File: src/rtl/ld_pkg.sv
`timescale 1ns/1ps
package ld_pkg;
    localparam int SIX_W  = 6;
    localparam int FOUR_W = 4;
    localparam int CODE_W = SIX_W + FOUR_W;
    localparam int LO_W   = 5;
    localparam int HI_W   = 3;
    localparam int BYTE_W = LO_W + HI_W;

    typedef enum logic [1:0] {
        POL_NEUT = 2'd0,
        POL_POS  = 2'd1,
        POL_NEG  = 2'd2,
        POL_BAD  = 2'd3
    } pol_e;

    typedef struct packed {
        logic [BYTE_W-1:0] data;
        logic              ctrl;
        logic              code_err;
        logic              disp_err;
        logic              rd_pos;
    } dec_state_t;
endpackage

File: src/rtl/ld_polarity.sv
`timescale 1ns/1ps
// Classifies a sub-block by its weight: balanced, one heavy, one light, or illegal.
module ld_polarity
    import ld_pkg::*;
#(
    parameter int W = 6
) (
    input  logic [W-1:0] pat,
    output pol_e         pol
);
    localparam int CW = $clog2(W + 1);
    localparam int HALF = W / 2;

    logic [CW-1:0] ones;

    always_comb begin
        ones = '0;
        for (int n = 0; n < W; n++) begin
            ones = ones + CW'(pat[n]);
        end
        if (ones == CW'(HALF))          pol = POL_NEUT;
        else if (ones == CW'(HALF + 1)) pol = POL_POS;
        else if (ones == CW'(HALF - 1)) pol = POL_NEG;
        else                            pol = POL_BAD;
    end
endmodule

File: src/rtl/ld_sub6_dec.sv
`timescale 1ns/1ps
// 6-bit sub-block lookup; pattern given with a in the MSB.
module ld_sub6_dec
    import ld_pkg::*;
(
    input  logic [SIX_W-1:0] pat,
    output logic [LO_W-1:0]  val,
    output logic             is_k28,
    output logic             k_cap,
    output logic             alt_ok,
    output logic             ok
);
    always_comb begin
        val    = '0;
        is_k28 = 1'b0;
        k_cap  = 1'b0;
        alt_ok = 1'b0;
        ok     = 1'b1;
        unique case (pat)
            6'b100111, 6'b011000: val = 5'd0;
            6'b011101, 6'b100010: val = 5'd1;
            6'b101101, 6'b010010: val = 5'd2;
            6'b110001:            val = 5'd3;
            6'b110101, 6'b001010: val = 5'd4;
            6'b101001:            val = 5'd5;
            6'b011001:            val = 5'd6;
            6'b111000, 6'b000111: val = 5'd7;
            6'b111001, 6'b000110: val = 5'd8;
            6'b100101:            val = 5'd9;
            6'b010101:            val = 5'd10;
            6'b110100: begin      val = 5'd11; alt_ok = 1'b1; end
            6'b001101:            val = 5'd12;
            6'b101100: begin      val = 5'd13; alt_ok = 1'b1; end
            6'b011100: begin      val = 5'd14; alt_ok = 1'b1; end
            6'b010111, 6'b101000: val = 5'd15;
            6'b011011, 6'b100100: val = 5'd16;
            6'b100011: begin      val = 5'd17; alt_ok = 1'b1; end
            6'b010011: begin      val = 5'd18; alt_ok = 1'b1; end
            6'b110010:            val = 5'd19;
            6'b001011: begin      val = 5'd20; alt_ok = 1'b1; end
            6'b101010:            val = 5'd21;
            6'b011010:            val = 5'd22;
            6'b111010, 6'b000101: begin val = 5'd23; k_cap = 1'b1; end
            6'b110011, 6'b001100: val = 5'd24;
            6'b100110:            val = 5'd25;
            6'b010110:            val = 5'd26;
            6'b110110, 6'b001001: begin val = 5'd27; k_cap = 1'b1; end
            6'b001110:            val = 5'd28;
            6'b001111, 6'b110000: begin val = 5'd28; is_k28 = 1'b1; end
            6'b101110, 6'b010001: begin val = 5'd29; k_cap = 1'b1; end
            6'b011110, 6'b100001: begin val = 5'd30; k_cap = 1'b1; end
            6'b101011, 6'b010100: val = 5'd31;
            default:              ok = 1'b0;
        endcase
    end
endmodule

File: src/rtl/ld_sub4_dec.sv
`timescale 1ns/1ps
// 4-bit sub-block lookup; pattern given with f in the MSB. flip reads it complemented.
module ld_sub4_dec
    import ld_pkg::*;
(
    input  logic [FOUR_W-1:0] pat,
    input  logic              flip,
    output logic [HI_W-1:0]   val,
    output logic              is_alt,
    output logic              ok
);
    logic [FOUR_W-1:0] eff;

    always_comb begin
        eff    = flip ? ~pat : pat;
        val    = '0;
        is_alt = 1'b0;
        ok     = 1'b1;
        unique case (eff)
            4'b1011, 4'b0100: val = 3'd0;
            4'b1001:          val = 3'd1;
            4'b0101:          val = 3'd2;
            4'b1100, 4'b0011: val = 3'd3;
            4'b1101, 4'b0010: val = 3'd4;
            4'b1010:          val = 3'd5;
            4'b0110:          val = 3'd6;
            4'b1110, 4'b0001: val = 3'd7;
            4'b0111, 4'b1000: begin val = 3'd7; is_alt = 1'b1; end
            default:          ok = 1'b0;
        endcase
    end
endmodule

File: src/rtl/ld_disp.sv
`timescale 1ns/1ps
// Checks both sub-block polarities against the running disparity and resynchronises it.
module ld_disp
    import ld_pkg::*;
(
    input  logic rd_in,
    input  pol_e pol6,
    input  pol_e pol4,
    output logic mismatch,
    output logic rd_out
);
    logic rd_mid;
    logic bad6;
    logic bad4;

    always_comb begin
        bad6   = 1'b0;
        rd_mid = rd_in;
        case (pol6)
            POL_POS: begin bad6 = rd_in;  rd_mid = 1'b1; end
            POL_NEG: begin bad6 = !rd_in; rd_mid = 1'b0; end
            default: ;
        endcase
        bad4   = 1'b0;
        rd_out = rd_mid;
        case (pol4)
            POL_POS: begin bad4 = rd_mid;  rd_out = 1'b1; end
            POL_NEG: begin bad4 = !rd_mid; rd_out = 1'b0; end
            default: ;
        endcase
        mismatch = bad6 | bad4;
    end
endmodule

File: src/rtl/line_dec10b8b.sv
`timescale 1ns/1ps
module line_dec10b8b
    import ld_pkg::*;
(
    input  logic              clk,
    input  logic              rst,
    input  logic              ce,
    input  logic              in_valid,
    input  logic [CODE_W-1:0] code_in,
    output logic [BYTE_W-1:0] byte_out,
    output logic              k_out,
    output logic              code_err,
    output logic              disp_err,
    output logic              rd_pos
);
    dec_state_t st_q;
    dec_state_t st_d;

    logic [SIX_W-1:0]  six_pat;
    logic [FOUR_W-1:0] four_pat;

    // Reorder so that the first transmitted bit of each sub-block sits in the MSB.
    always_comb begin
        for (int n = 0; n < SIX_W; n++)  six_pat[SIX_W-1-n]   = code_in[n];
        for (int m = 0; m < FOUR_W; m++) four_pat[FOUR_W-1-m] = code_in[SIX_W+m];
    end

    logic [LO_W-1:0] x_val;
    logic            six_k28, six_kcap, six_altok, six_ok;
    logic [HI_W-1:0] y_val;
    logic            four_alt, four_ok;
    logic            four_flip;
    pol_e            pol6, pol4;
    logic            rd_mis, rd_next;

    assign four_flip = (six_pat == 6'b110000);

    ld_sub6_dec u_six (
        .pat    (six_pat),
        .val    (x_val),
        .is_k28 (six_k28),
        .k_cap  (six_kcap),
        .alt_ok (six_altok),
        .ok     (six_ok)
    );

    ld_sub4_dec u_four (
        .pat    (four_pat),
        .flip   (four_flip),
        .val    (y_val),
        .is_alt (four_alt),
        .ok     (four_ok)
    );

    ld_polarity #(.W(SIX_W)) u_pol6 (
        .pat (six_pat),
        .pol (pol6)
    );

    ld_polarity #(.W(FOUR_W)) u_pol4 (
        .pat (four_pat),
        .pol (pol4)
    );

    ld_disp u_disp (
        .rd_in    (st_q.rd_pos),
        .pol6     (pol6),
        .pol4     (pol4),
        .mismatch (rd_mis),
        .rd_out   (rd_next)
    );

    logic alt_legal;
    logic is_ctrl;
    logic bad_group;

    always_comb begin
        alt_legal = six_altok | six_kcap | six_k28;
        bad_group = !six_ok | !four_ok | (four_alt & !alt_legal);
        is_ctrl   = six_ok & four_ok & (six_k28 | (six_kcap & four_alt));

        st_d = st_q;
        if (ce && in_valid) begin
            st_d.data     = {y_val, x_val};
            st_d.ctrl     = is_ctrl;
            st_d.code_err = bad_group;
            st_d.disp_err = rd_mis;
            st_d.rd_pos   = rd_next;
        end
    end

    always_ff @(posedge clk) begin
        if (rst) st_q <= '0;
        else     st_q <= st_d;
    end

    assign byte_out = st_q.data;
    assign k_out    = st_q.ctrl;
    assign code_err = st_q.code_err;
    assign disp_err = st_q.disp_err;
    assign rd_pos   = st_q.rd_pos;
endmodule

File: config.mk
export PLATFORM = sky130hd
export DESIGN_NAME = line_dec10b8b
export DESIGN_NICKNAME = d
export VERILOG_FILES = /design/src/rtl/ld_pkg.sv /design/src/rtl/ld_polarity.sv /design/src/rtl/ld_sub6_dec.sv /design/src/rtl/ld_sub4_dec.sv /design/src/rtl/ld_disp.sv /design/src/rtl/line_dec10b8b.sv
export SDC_FILE = /design/constraint.sdc
export NUM_CORES = 1
export LEC_CHECK = 0
export BUFFER_PORTS_ARGS = -buffer_cell sky130_fd_sc_hd__clkbuf_2
export CAP_MARGIN = 20
export CORE_MARGIN = 8
export CORE_UTILIZATION = 37
export DETAILED_ROUTE_END_ITERATION = 7
export GPL_ROUTABILITY_DRIVEN = 0
export SYNTH_ARGS = -nofsm -noshare
export SYNTH_HDL_FRONTEND = slang
export SYNTH_SLANG_ARGS = --single-unit
File: constraint.sdc
create_clock -name clk -period 3.67 [get_ports clk]
set_clock_uncertainty 0.2 [all_clocks]
set_input_delay 0.1835 -clock clk [delete_from_list [all_inputs] [get_ports clk]]
set_output_delay 0.1835 -clock clk [all_outputs]
set_load 0.05 [all_outputs]
==> impl_metrics.ini <==
[min_path]
hold_end = byte_out[2]
hold_depth = 2
hold_path_startpoint = rst
hold_class = input port to flip-flop

[floorplan]
start_util = 0.3838
die_w_um = 83.44
die_y_um = 83.44
dieArea_mm2 = 0.006962
coreArea_mm2 = 0.004384
rows = 24
ios = 26

[critical_path]
worst-path-max-fanout = 2
critical_path_class = input port to flip-flop
worstPathRequired_ns = 3.65
ff2ff_setup_slack_ns = 2.12
reg2reg_from = code_err
worst_setup_path_start_kind = input port
reg2reg_depth = 4
r2r-end = code_err
arrival_ns = 3.41
end_kind = flip-flop

[logic_synthesis]
netlist_instances = 243
ys_seq_area_frac = 0.1428
ys_async_sr_fraction = 0
synth_top_cell_by_area = dfxtp_1
synthFlopType = dfxtp_1
synth.ff_latch_count = 12
synth_edf_count = 0
synth.distinct_cells = 50
mappedNetlistArea_mm2 = 0.001683
synth_top_area_frac = 0.1428
netlist_top_cells_area = dfxtp_1, nor2_1, ha_1, nand2_1, fa_1
syn_area_per_cell_um2 = 6.925
syn_nets = 269
ys.warnings.count = 0

[global_routing]
grt_max_degree = 26
grt_pass1_vias = 1716
gr-total-overflow = 0
grt_pass1_wl_um = 8383
antenna_found_initial = 0
grt_usage = 0.1390

[route]
via_per_inst = 6.038
drc = 0
wirelength_um = 4948
dr.pass1.iters = 4
ant_nets = 0
drt_iter0_drc = 115
vias = 1890
detail_route.wl_per_cell_um = 15.81

[clocking]
clock_sinks = 12
cts_tree = yes
cts_buffers = 3
clockRootBuffer = clkbuf_8
path_clk_slew_ns = 0.05
clock_path_buffers = 2
ctsHoldBuffers = 0
clk-insertion-delay-late_ns = 0.24
h-tree-depth = 1

[timing]
hold_viol_final = 0
setup_viol = 0
rsz0062_at_grt = no
fmax_ghz = 0.2918
hold_slack_ns = 0.1069
min_period_ns = 3.427
tns_ns = 0
min_period_over_period = 0.9338
finalMaxSlewViolations = 0
relSlewSlack = 0.6184
worst_pin_slew_ns = 0.5724
setup_slack_ns = 0.2430

[run]
drv_cap = 0

[place]
postPlaceCellArea_mm2 = 0.001866
port_buffers = 25
dp_cells = 310
place_ws_ns = -0.06221
dpl.hpwl_um = 3760

[outcome]
status = complete, no violations

[finish]
final_area_mm2 = 0.001907
drive_above_1_share = 0.1609
final_common_cell = nor2_1
syn2layout_area_growth_pct = 13.31
final_cell_mix = nor2_1, clkbuf_2, nand2_1, inv_1, o21ai_0
num_antenna_cells = 0
finalNonFillerCells = 313
layout.nets = 289

[power]
peakVddDrop_mv = 0.1257
power.leakage_nw = 0.8118
power_density_mw_per_mm2 = 293.8
-- worst max path at each step --
stage,to,from
floorplan,disp_err,code_in[4]
global placement,disp_err,code_in[4]
detailed placement,disp_err,code_in[4]
CTS,disp_err,code_in[4]
global route,disp_err,code_in[4]
finish,disp_err,code_in[4]
-- metrics by stage --
stage | utilization | power [mW]
after floorplan | - | 0.3595
after global placement | 0.4255 | 0.4387
after detailed placement | 0.4255 | 0.4414
after CTS | 0.4349 | 0.5615
after global routing | 0.4349 | 0.6039
final | 0.4349 | 0.5603
-- sequential cells by signal, indices dropped and copies added (netlist names) --
signal / cells
code_err: 1
byte_out: 8
k_out: 1
rd_pos: 1
disp_err: 1
-- where the power goes --
group	total, mW	internal, mW	switching (mW)
clock network	0.120	0.0723	0.0474
logic	0.292	0.116	0.176
registers	0.148	0.141	0.00735
-- cells in the mapped netlist, types with 3 or more instances --
cell      instances
a21o_1            3
nand2b_1          9
ha_1              8
dfxtp_1          12
nor2_1           28
a22o_1            3
nand3_1           7
o21ai_0          13
nor3_1            5
fa_1              4
and3_1            4
and2_1            4
a32oi_1           5
inv_1            14
nand2_1          22
buf_2             6
o31ai_1           6
a21oi_1          10
a211oi_1         10
o22ai_1           7
nor2b_1           6
clkbuf_1         12
mux2i_1           3
a22oi_1           3
-- kinds of logic (layout without fill, tap and decap cells) --
kind of cell,Yosys count,after routing,share of synthesized area
simple gates,92,92,0.2617
compound gates,85,85,0.3665
buf+inv,36,54,0.08699
fa+ha+maj,12,12,0.1071
flops,12,12,0.1428
mux,4,4,0.02454
xor+xnor,2,2,0.01041
-- metal layers --
layer,track usage,vias up,wire length [um]
met5,0,-,0
met4,0.03925,0,63
met3,0.02734,8,271
met2,0.2086,64,2318
met1,0.1938,881,2295
li1,-,937,-
-- critical path: stages --
cell	delay, ns
clkbuf_2	0.09
inv_1	0.05
ha_1	0.28
inv_1	0.07
fa_1	0.45
fa_1	0.38
inv_1	0.08
fa_1	0.43
nand3b_1	0.17
o21a_1	0.11
inv_1	0.05
ha_1	0.22
nand2b_1	0.15
mux2_2	0.22
a21oi_1	0.04
o311ai_1	0.23
o21ai_0	0.12
nor2_1	0.10
-- timing repair --
item,CTS,global route
endpoints found under the setup margin,0,1
gates resized for setup,0,1
hold endpoints to repair,0,0
setup buffers,0,0
-- area by class of cell --
cell class / instances / area, um^2
flip-flops and latches: 12 / 240.2
repair buffers: 36 / 207.7
multi-input cells: 195 / 1296
clock buffers: 3 / 41.29
inverters: 15 / 56.30
fillers: 491 / 2477
well taps: 52 / 65.06
Note: power is estimated with default switching activity, not from simulation.
